==> src/rtl/tickdiv_pkg.sv <==
`timescale 1ns/1ps
package tickdiv_pkg;

    localparam int CODE_W = 5;
    localparam int CNT_W  = 3;

    typedef logic [CNT_W-1:0]  cnt_t;
    typedef logic [CODE_W-1:0] code_t;

    typedef enum logic [2:0] {
        RT_2   = 3'd0,
        RT_2P5 = 3'd1,
        RT_3   = 3'd2,
        RT_4   = 3'd3,
        RT_5   = 3'd4,
        RT_6   = 3'd5,
        RT_8   = 3'd6
    } ratio_e;

    typedef struct packed {
        ratio_e ratio;
        logic   bad;
    } ratio_dec_t;

    // Split decode: the upper field picks fractional/odd ratios,
    // the low field is consulted only when the upper field is zero.
    function automatic ratio_dec_t decode_code(input code_t c);
        ratio_dec_t d;
        d.ratio = RT_2;
        d.bad   = 1'b0;
        case (c[4:2])
            3'b000: begin
                case (c[1:0])
                    2'b00:   d.ratio = RT_2;
                    2'b01:   d.ratio = RT_4;
                    2'b10:   d.ratio = RT_8;
                    default: d.bad   = 1'b1;
                endcase
            end
            3'b001:  d.ratio = RT_2P5;
            3'b010:  d.ratio = RT_3;
            3'b011:  d.ratio = RT_5;
            3'b100:  d.ratio = RT_6;
            default: d.bad   = 1'b1;
        endcase
        return d;
    endfunction

    // Terminal count (period minus one); the half ratio uses the phase bit.
    function automatic cnt_t period_last(input ratio_e r, input logic phase);
        cnt_t v;
        case (r)
            RT_2:    v = cnt_t'(1);
            RT_2P5:  v = phase ? cnt_t'(2) : cnt_t'(1);
            RT_3:    v = cnt_t'(2);
            RT_4:    v = cnt_t'(3);
            RT_5:    v = cnt_t'(4);
            RT_6:    v = cnt_t'(5);
            RT_8:    v = cnt_t'(7);
            default: v = cnt_t'(1);
        endcase
        return v;
    endfunction

endpackage

==> src/rtl/tickdiv_decode.sv <==
`timescale 1ns/1ps
module tickdiv_decode
    import tickdiv_pkg::*;
(
    input  code_t      code,
    output ratio_dec_t dec
);
    always_comb begin
        dec = decode_code(code);
    end
endmodule

==> src/rtl/tickdiv_source.sv <==
`timescale 1ns/1ps
module tickdiv_source #(
    parameter int SRC_COUNT = 2,
    parameter int SEL_W     = 1
) (
    input  logic [SRC_COUNT-1:0] src_tick,
    input  logic [SEL_W-1:0]     sel,
    input  logic                 lowpower,
    input  logic                 wait_mode,
    input  logic                 run_in_wait,
    output logic                 strobe,
    output logic                 halt
);
    logic [SRC_COUNT-1:0] hit;

    for (genvar i = 0; i < SRC_COUNT; i++) begin : g_src
        assign hit[i] = src_tick[i] && (sel == SEL_W'(i));
    end

    assign strobe = |hit;
    assign halt   = lowpower || (wait_mode && !run_in_wait);
endmodule

==> src/rtl/tickdiv_core.sv <==
`timescale 1ns/1ps
module tickdiv_core
    import tickdiv_pkg::*;
#(
    parameter int SEL_W = 1
) (
    input  logic             clk,
    input  logic             rst,
    input  logic             strobe,
    input  logic             halt,
    input  ratio_dec_t       req_dec,
    input  logic [SEL_W-1:0] req_sel,
    output logic [SEL_W-1:0] act_sel,
    output ratio_e           act_ratio,
    output cnt_t             cnt,
    output logic             tick_out,
    output logic             cfg_err
);
    logic phase;
    logic act_bad;
    cnt_t last;
    logic advance;
    logic wrap;

    assign last    = period_last(act_ratio, phase);
    assign advance = strobe && !halt;
    assign wrap    = advance && (cnt == last);

    always_ff @(posedge clk) begin
        if (rst) begin
            cnt       <= '0;
            phase     <= 1'b0;
            act_ratio <= req_dec.ratio;
            act_bad   <= req_dec.bad;
            act_sel   <= req_sel;
            tick_out  <= 1'b0;
        end else begin
            tick_out <= wrap;
            if (wrap) begin
                cnt       <= '0;
                act_ratio <= req_dec.ratio;
                act_bad   <= req_dec.bad;
                act_sel   <= req_sel;
                phase     <= (req_dec.ratio == RT_2P5 && act_ratio == RT_2P5) ? !phase : 1'b0;
            end else if (advance) begin
                cnt <= cnt + cnt_t'(1);
            end
        end
    end

    assign cfg_err = act_bad;
endmodule

==> src/rtl/bus_tick_divider.sv <==
`timescale 1ns/1ps
module bus_tick_divider
    import tickdiv_pkg::*;
#(
    parameter int SRC_COUNT = 2,
    parameter int SEL_W     = (SRC_COUNT > 1) ? $clog2(SRC_COUNT) : 1
) (
    input  logic                 clk,
    input  logic                 rst,
    input  logic [SRC_COUNT-1:0] src_tick,
    input  logic [SEL_W-1:0]     src_sel,
    input  logic [CODE_W-1:0]    ratio_code,
    input  logic                 lowpower,
    input  logic                 wait_mode,
    input  logic                 run_in_wait,
    output logic                 tick_out,
    output logic                 cfg_err
);
    ratio_dec_t       req_dec;
    logic [SEL_W-1:0] act_sel;
    ratio_e           act_ratio_w;
    cnt_t             cnt_w;
    logic             sel_strobe;
    logic             halted;

    tickdiv_decode u_dec (
        .code (ratio_code),
        .dec  (req_dec)
    );

    tickdiv_source #(.SRC_COUNT(SRC_COUNT), .SEL_W(SEL_W)) u_src (
        .src_tick    (src_tick),
        .sel         (act_sel),
        .lowpower    (lowpower),
        .wait_mode   (wait_mode),
        .run_in_wait (run_in_wait),
        .strobe      (sel_strobe),
        .halt        (halted)
    );

    tickdiv_core #(.SEL_W(SEL_W)) u_core (
        .clk       (clk),
        .rst       (rst),
        .strobe    (sel_strobe),
        .halt      (halted),
        .req_dec   (req_dec),
        .req_sel   (src_sel),
        .act_sel   (act_sel),
        .act_ratio (act_ratio_w),
        .cnt       (cnt_w),
        .tick_out  (tick_out),
        .cfg_err   (cfg_err)
    );
endmodule


==> config.mk <==
export PLATFORM = sky130hd
export DESIGN_NAME = bus_tick_divider
export DESIGN_NICKNAME = d
export VERILOG_FILES = /design/src/rtl/tickdiv_pkg.sv /design/src/rtl/tickdiv_decode.sv /design/src/rtl/tickdiv_source.sv /design/src/rtl/tickdiv_core.sv /design/src/rtl/bus_tick_divider.sv
export SDC_FILE = /design/constraint.sdc
export NUM_CORES = 1
export LEC_CHECK = 0
export BUFFER_PORTS_ARGS = -buffer_cell sky130_fd_sc_hd__buf_4
export CAP_MARGIN = 20
export CORE_MARGIN = 2
export CORE_UTILIZATION = 33
export CTS_CLUSTER_SIZE = 20
export DETAILED_ROUTE_END_ITERATION = 8
export SLEW_MARGIN = 20
export SYNTH_ARGS = -nofsm -noshare
export SYNTH_HDL_FRONTEND = slang
export SYNTH_SLANG_ARGS = --single-unit
==> constraint.sdc <==
create_clock -name clk -period 4.93 [get_ports clk]
set_input_delay 0.7395 -clock clk [delete_from_list [all_inputs] [get_ports clk]]
set_output_delay 0.7395 -clock clk [all_outputs]
set_load 0.02 [all_outputs]
==> results.yml, run 1 <==
run_status:
  outcome: "finished clean"
pwr:
  p_leak_nw: 0.310
  p_sw_frac: 0.246
  ir_drop_uv: 86.6
  p_clk_frac: 0.311
  p_int_uw: 141
  combPwrFrac: 0.173
  switching_power_uw: 46.0
  seq_power_share: 0.516
  power_density_nw_per_um2: 259
layout:
  register_area_um2: 250
  fillers: 178
  finish.utilization: 0.432
  mostFrequentLayoutCells: "buf_4, nor2_1, edfxtp_1, dfxtp_1"
  antenna_cells: 0
  layout_commonest_cell: "buf_4"
  layout-drive-gt1-share: 0.260
  multi_input_area_um2: 308
  syn_to_final_growth_pct: 26.8
  finish.net_count: 91
clock_tree:
  cts_resized: 0
  cts_hold_buf: 0
  clk_latency_ps: 260
  cts-buffers-inserted: 3
  cts.path.max_buffers: 2
  htreeDepth: 1
  clkSinkCount: 10
  cts_tree: "built"
  post_cts_buffers: 0
  clkTransAtPathRegs_ps: 70
  cts-root-buf: "clkbuf_4"
detailed_routing:
  vias: 465
  drtIter0Drc: 4
  avgRoutedWirePerCell_um: 10.7
  drt_wl_total_um: 963
  drcViolationCount: 0
  drt_pass1_iterations: 4
  final_antenna_net_count: 0
  vias_per_cell: 5.17
sta:
  max_clock_freq_ghz: 0.561
  min_period_ps: 1780
  setup_tns_ps: 0
  finalHoldViolations: 0
  fin_skew_ps: 0.725
  worst_pin_slew_ps: 351
  setup_viol: 0
  drv_slew: 0
  period_share: 0.362
  rsz0062_at_grt: "false"
  slew_headroom: 0.765
synth:
  synth-xor-area-share: 0.0769
  synth.avg_cell_area_um2: 10.4
  synthCells: 55
  syn_area_um2: 569
  synth_area_leader_cell: "edfxtp_1"
  synth_compound_area_frac: 0.141
  ys_seq_area_frac: 0.440
  synth-simple-area-share: 0.182
  netlist.area_leader.share: 0.264
  yosysWarnings: 0
  synth_mux_area_frac: 0.0527
  synth.distinct_cells: 25
  synthAdderAreaFrac: 0.0879
  synth_area_leaders: "edfxtp_1, dfxtp_1, ha_1"
  synth_seq_cells: 10
  synth_fp_nets: 72
  synth_top_family_by_area: "simple AND/OR/NAND/NOR gates"
setup_path:
  worst_ep_arrival_time_ps: 1720
  end_kind: "flop"
  cp_max_fo: 8
  ff2ff_path_depth: 4
  required_ps: 4860
  start_kind: "flop"
  critical_path_class: "flop to flop"
min_path:
  hold_path_depth: 2
  min_path_type: "flop to flop"
die:
  die_w_um: 45.5
  die_area_um2: 2070
  core_area_um2: 1670
  ios: 15
  rows: 15
  die_h_um: 45.5
  initial_core_util: 0.341
placement:
  place_hpwl_um: 752
  routabilityCongestion: 0.711
  io_buffer_count: 14
grt:
  grt_pass1_vias: 382
  grt_start_max_net_pins: 9
  antenna_found_initial: 0
  grt_pass1_wl_um: 1500
  overflow: 0
  grt_util_all_layers: 0.107
run:
  maxCapViolations: 0
flip-flops by register name (all words and copies together), names as in the netlist:
name              flops
u_core.cfg_err        1
u_core.phase          1
u_core.act_sel        1
u_core.tick_out       1
u_core.act_ratio      3
u_core.cnt            3
worst max-delay path: stages, from the launching register on:
cell	delay (ps)
edfxtp_1	460
and3b_1	210
o31ai_2	230
xnor2_1	170
a41o_1	380
worst paths after layout:
kind,startpoint,endpoint,slack (ps)
max reg2reg,u_core.act_ratio[0],u_core.cfg_err,3150
min,u_core.phase,u_core.phase,540
max,u_core.act_ratio[0],u_core.cfg_err,3150
min reg2reg,u_core.phase,u_core.phase,540
through the flow:
step	total power [mW]	instance area [um2]	hold WS [ps]	instances	setup slack (ps)
floorplan	0.117	569	469	55	3140
global placement	0.131	696	499	86	2920
detailed placement	0.131	696	504	86	2900
CTS	0.189	722	555	90	3130
global route	0.198	722	587	90	3040
finish	0.187	722	538	90	3150
synth_stat cells:
library cell / count
xnor2_1: 4
nor2_1: 5
nand4bb_1: 1
nor3_1: 1
o21ai_1: 3
a21oi_1: 2
a41o_1: 1
xor2_1: 1
and2b_1: 1
a211oi_1: 2
nor3_2: 1
nor2b_1: 1
o31ai_2: 1
inv_1: 3
dfxtp_1: 5
a21boi_0: 1
nor4_1: 1
edfxtp_1: 5
mux2i_1: 3
nand2_1: 3
ha_1: 4
o21ai_0: 2
nand4_1: 1
nand2b_1: 2
and3b_1: 1
final cells by class:
class / count / area share
Tap cell: 17 / 0.0295
Inverter: 3 / 0.0156
Sequential cell: 10 / 0.347
Clock buffer: 4 / 0.0364
Multi-Input combinational cell: 42 / 0.426
Timing Repair Buffer: 14 / 0.146
power by group through the flow:
stage	Clock (mW)	Combinational (mW)	Sequential, mW
floorplan	0	0.0182	0.0987
global placement	0	0.0326	0.0986
detailed placement	0	0.0328	0.0985
CTS	0.0598	0.0330	0.0966
global route	0.0647	0.0365	0.0974
finish	0.0582	0.0324	0.0967
kinds of logic after synthesis:
group | count (synthesis)
xor+xnor | 5
compound gates | 12
simple gates | 18
flops | 10
fa+ha+maj | 4
mux | 3
buf+inv | 3
per-layer routing:
| layer | wire length, um | vias to the layer above | global-route usage |
|---|---|---|---|
| li1 | - | 237 | - |
| met2 | 465 | 18 | 0.149 |
| met3 | 68 | 2 | 0.0357 |
| met4 | 14 | 0 | 0.0882 |
| met5 | 0 | - | 0 |
| met1 | 415 | 208 | 0.131 |
(Power assumes the default switching activity.)
==> run 2: changes to the inputs <==
==> constraint.sdc (replaced) <==
create_clock -name clk -period 1.5 [get_ports clk]
set_input_delay 0.225 -clock clk [delete_from_list [all_inputs] [get_ports clk]]
set_output_delay 0.225 -clock clk [all_outputs]
set_load 0.02 [all_outputs]
==> run 2 against run 1 <==
The run now ends with setup timing left. Wire length increased by 10%. Hold slack lost 400 ps. Worst setup slack worse by 3300 ps. Sequential power rose to 3.3 times the previous value. Non-clock buffer count is 6 higher. Utilization up 3.7 points. Count of clock-buffer cells in the layout did not move. Sequential cell count unchanged. Fmax increased by 7.0%. Final cell count grew 6.7%. Register-to-register slack worse by 3300 ps. Clock power rose to 3.3 times the previous value. Critical endpoint unchanged. Largest power group unchanged.
==> results.yml, run 2 (synthesis results as in run 1) <==
run_status:
  outcome: "finished, violations left"
  violations: "setup timing"
layout:
  syn_to_final_growth_pct: 37.6
  layout-drive-gt1-share: 0.354
  mostFrequentLayoutCells: "buf_4, edfxtp_1, dfxtp_1"
  finish.net_count: 97
  multi_input_area_um2: 317
  finish.utilization: 0.469
  register_area_um2: 250
  layout_commonest_cell: "buf_4"
  postLayoutCellArea_um2: 783
  antenna_cells: 0
  top_regs: "u_core.act_ratio: 3 flops, u_core.cnt: 3 flops"
  fillers: 162
min_path:
  worstHoldStart: "src_sel"
  min_path_type: "primary input to flop"
  hold_path_depth: 1
die:
  die_area_um2: 2070
  core_area_um2: 1670
  die_h_um: 45.5
  rows: 15
  die_w_um: 45.5
  initial_core_util: 0.341
  ios: 15
detailed_routing:
  final_antenna_net_count: 0
  vias_per_cell: 5.10
  drt_wl_total_um: 1060
  drtIter0Drc: 9
  drt_pass1_iterations: 4
  drcViolationCount: 0
  vias: 490
  avgRoutedWirePerCell_um: 11.0
clock_tree:
  cts.path.max_buffers: 2
  htreeDepth: 1
  clkTransAtPathRegs_ps: 70
  clk_latency_ps: 270
  cts-buffers-inserted: 3
  cts_tree: "built"
  clkSinkCount: 10
  cts-root-buf: "clkbuf_4"
pwr:
  p_int_uw: 479
  p_leak_nw: 0.341
  ir_drop_uv: 304
  power_density_nw_per_um2: 816
  switching_power_uw: 160
  p_sw_frac: 0.251
  seq_power_share: 0.498
  p_clk_frac: 0.303
  combPwrFrac: 0.199
sta:
  max_clock_freq_ghz: 0.601
  worst_pin_slew_ps: 301
  setup_tns_ps: -1070
  slew_headroom: 0.798
  finalHoldViolations: 0
  fin_skew_ps: 11.6
  min_period_ps: 1670
  drv_slew: 0
  period_share: 1.11
  setup_viol: 8
  setup_slack_ps: -165
  rsz0062_at_grt: "true"
setup_path:
  required_ps: 1480
  cp-startpoint: "u_core.act_ratio[2]"
  cp_max_fo: 6
  end_kind: "flop"
  ff2ff_path_depth: 5
  worst_ep_arrival_time_ps: 1650
  timing.rr.start: "u_core.act_ratio[2]"
  start_kind: "flop"
  critical_path_class: "flop to flop"
grt:
  busiest_layer: "met2"
  grt_util_all_layers: 0.121
  use_met1: 0.142
  overflow: 0
  grt_use_met3: 0.0397
  grt_pass1_wl_um: 1730
  grt_pass1_vias: 442
  antenna_found_initial: 0
  gr-usage-met2: 0.192
  grt_start_max_net_pins: 8
placement:
  placed_area_um2: 733
  routabilityCongestion: 0.717
  io_buffer_count: 14
run:
  maxCapViolations: 0
==> run 2: critical path: stages (launching register included) <==
cell	delay, ps
edfxtp_1	440
and2b_1	190
o31ai_2	230
xnor2_1	170
a41o_1	220
buf_6	120
==> run 2: what timing repair did <==
| item | CTS | global route |
|---|---|---|
| endpoints found under the setup margin | 8 | 10 |
| gates resized for setup | 1 | 5 |
| buffers inserted | 1 | 0 |
| pin swaps | 4 | 4 |
| hold buffers | 0 | 0 |
==> run 2: power groups by stage <==
stage               combinational, mW  clock (mW)  sequential, mW
floorplan                      0.0601           0           0.324
global route                    0.143       0.222           0.320
finish                          0.127       0.194           0.318
detailed placement              0.120           0           0.324
CTS                             0.125       0.206           0.318
global placement                0.119           0           0.323
==> run 2: per-stage QoR <==
stage | power [mW] | worst slack [ps] | instances | hold WS [ps]
CTS | 0.648 | -165 | 96 | 128
global placement | 0.443 | -114 | 91 | 409
global route | 0.685 | -268 | 96 | 124
floorplan | 0.384 | -110 | 55 | 297
finish | 0.639 | -165 | 96 | 140
detailed placement | 0.444 | -147 | 91 | 406
==> run 2: per-layer routing <==
layer | wire, um | up-vias | share of wire
met5 | 0 | - | 0
met4 | 32 | 0 | 0.030
met3 | 69 | 3 | 0.065
met2 | 479 | 18 | 0.45
met1 | 479 | 221 | 0.45
li1 | - | 248 | -
==> run 2: path summary, 6_finish.rpt <==
kind	to	slack, ps
setup / recovery	u_core.cfg_err	-170
hold / removal	u_core.act_sel	140
setup reg to reg	u_core.cfg_err	-170
hold reg to reg	u_core.cnt[2]	550
==> run 2: final cells by class <==
cell class | count | share of cell area
tap | 17 | 0.0272
inverter | 3 | 0.0144
timing repair buffer | 20 | 0.201
sequential | 10 | 0.319
clock buffer | 4 | 0.0335
multi-input combinational | 42 | 0.404
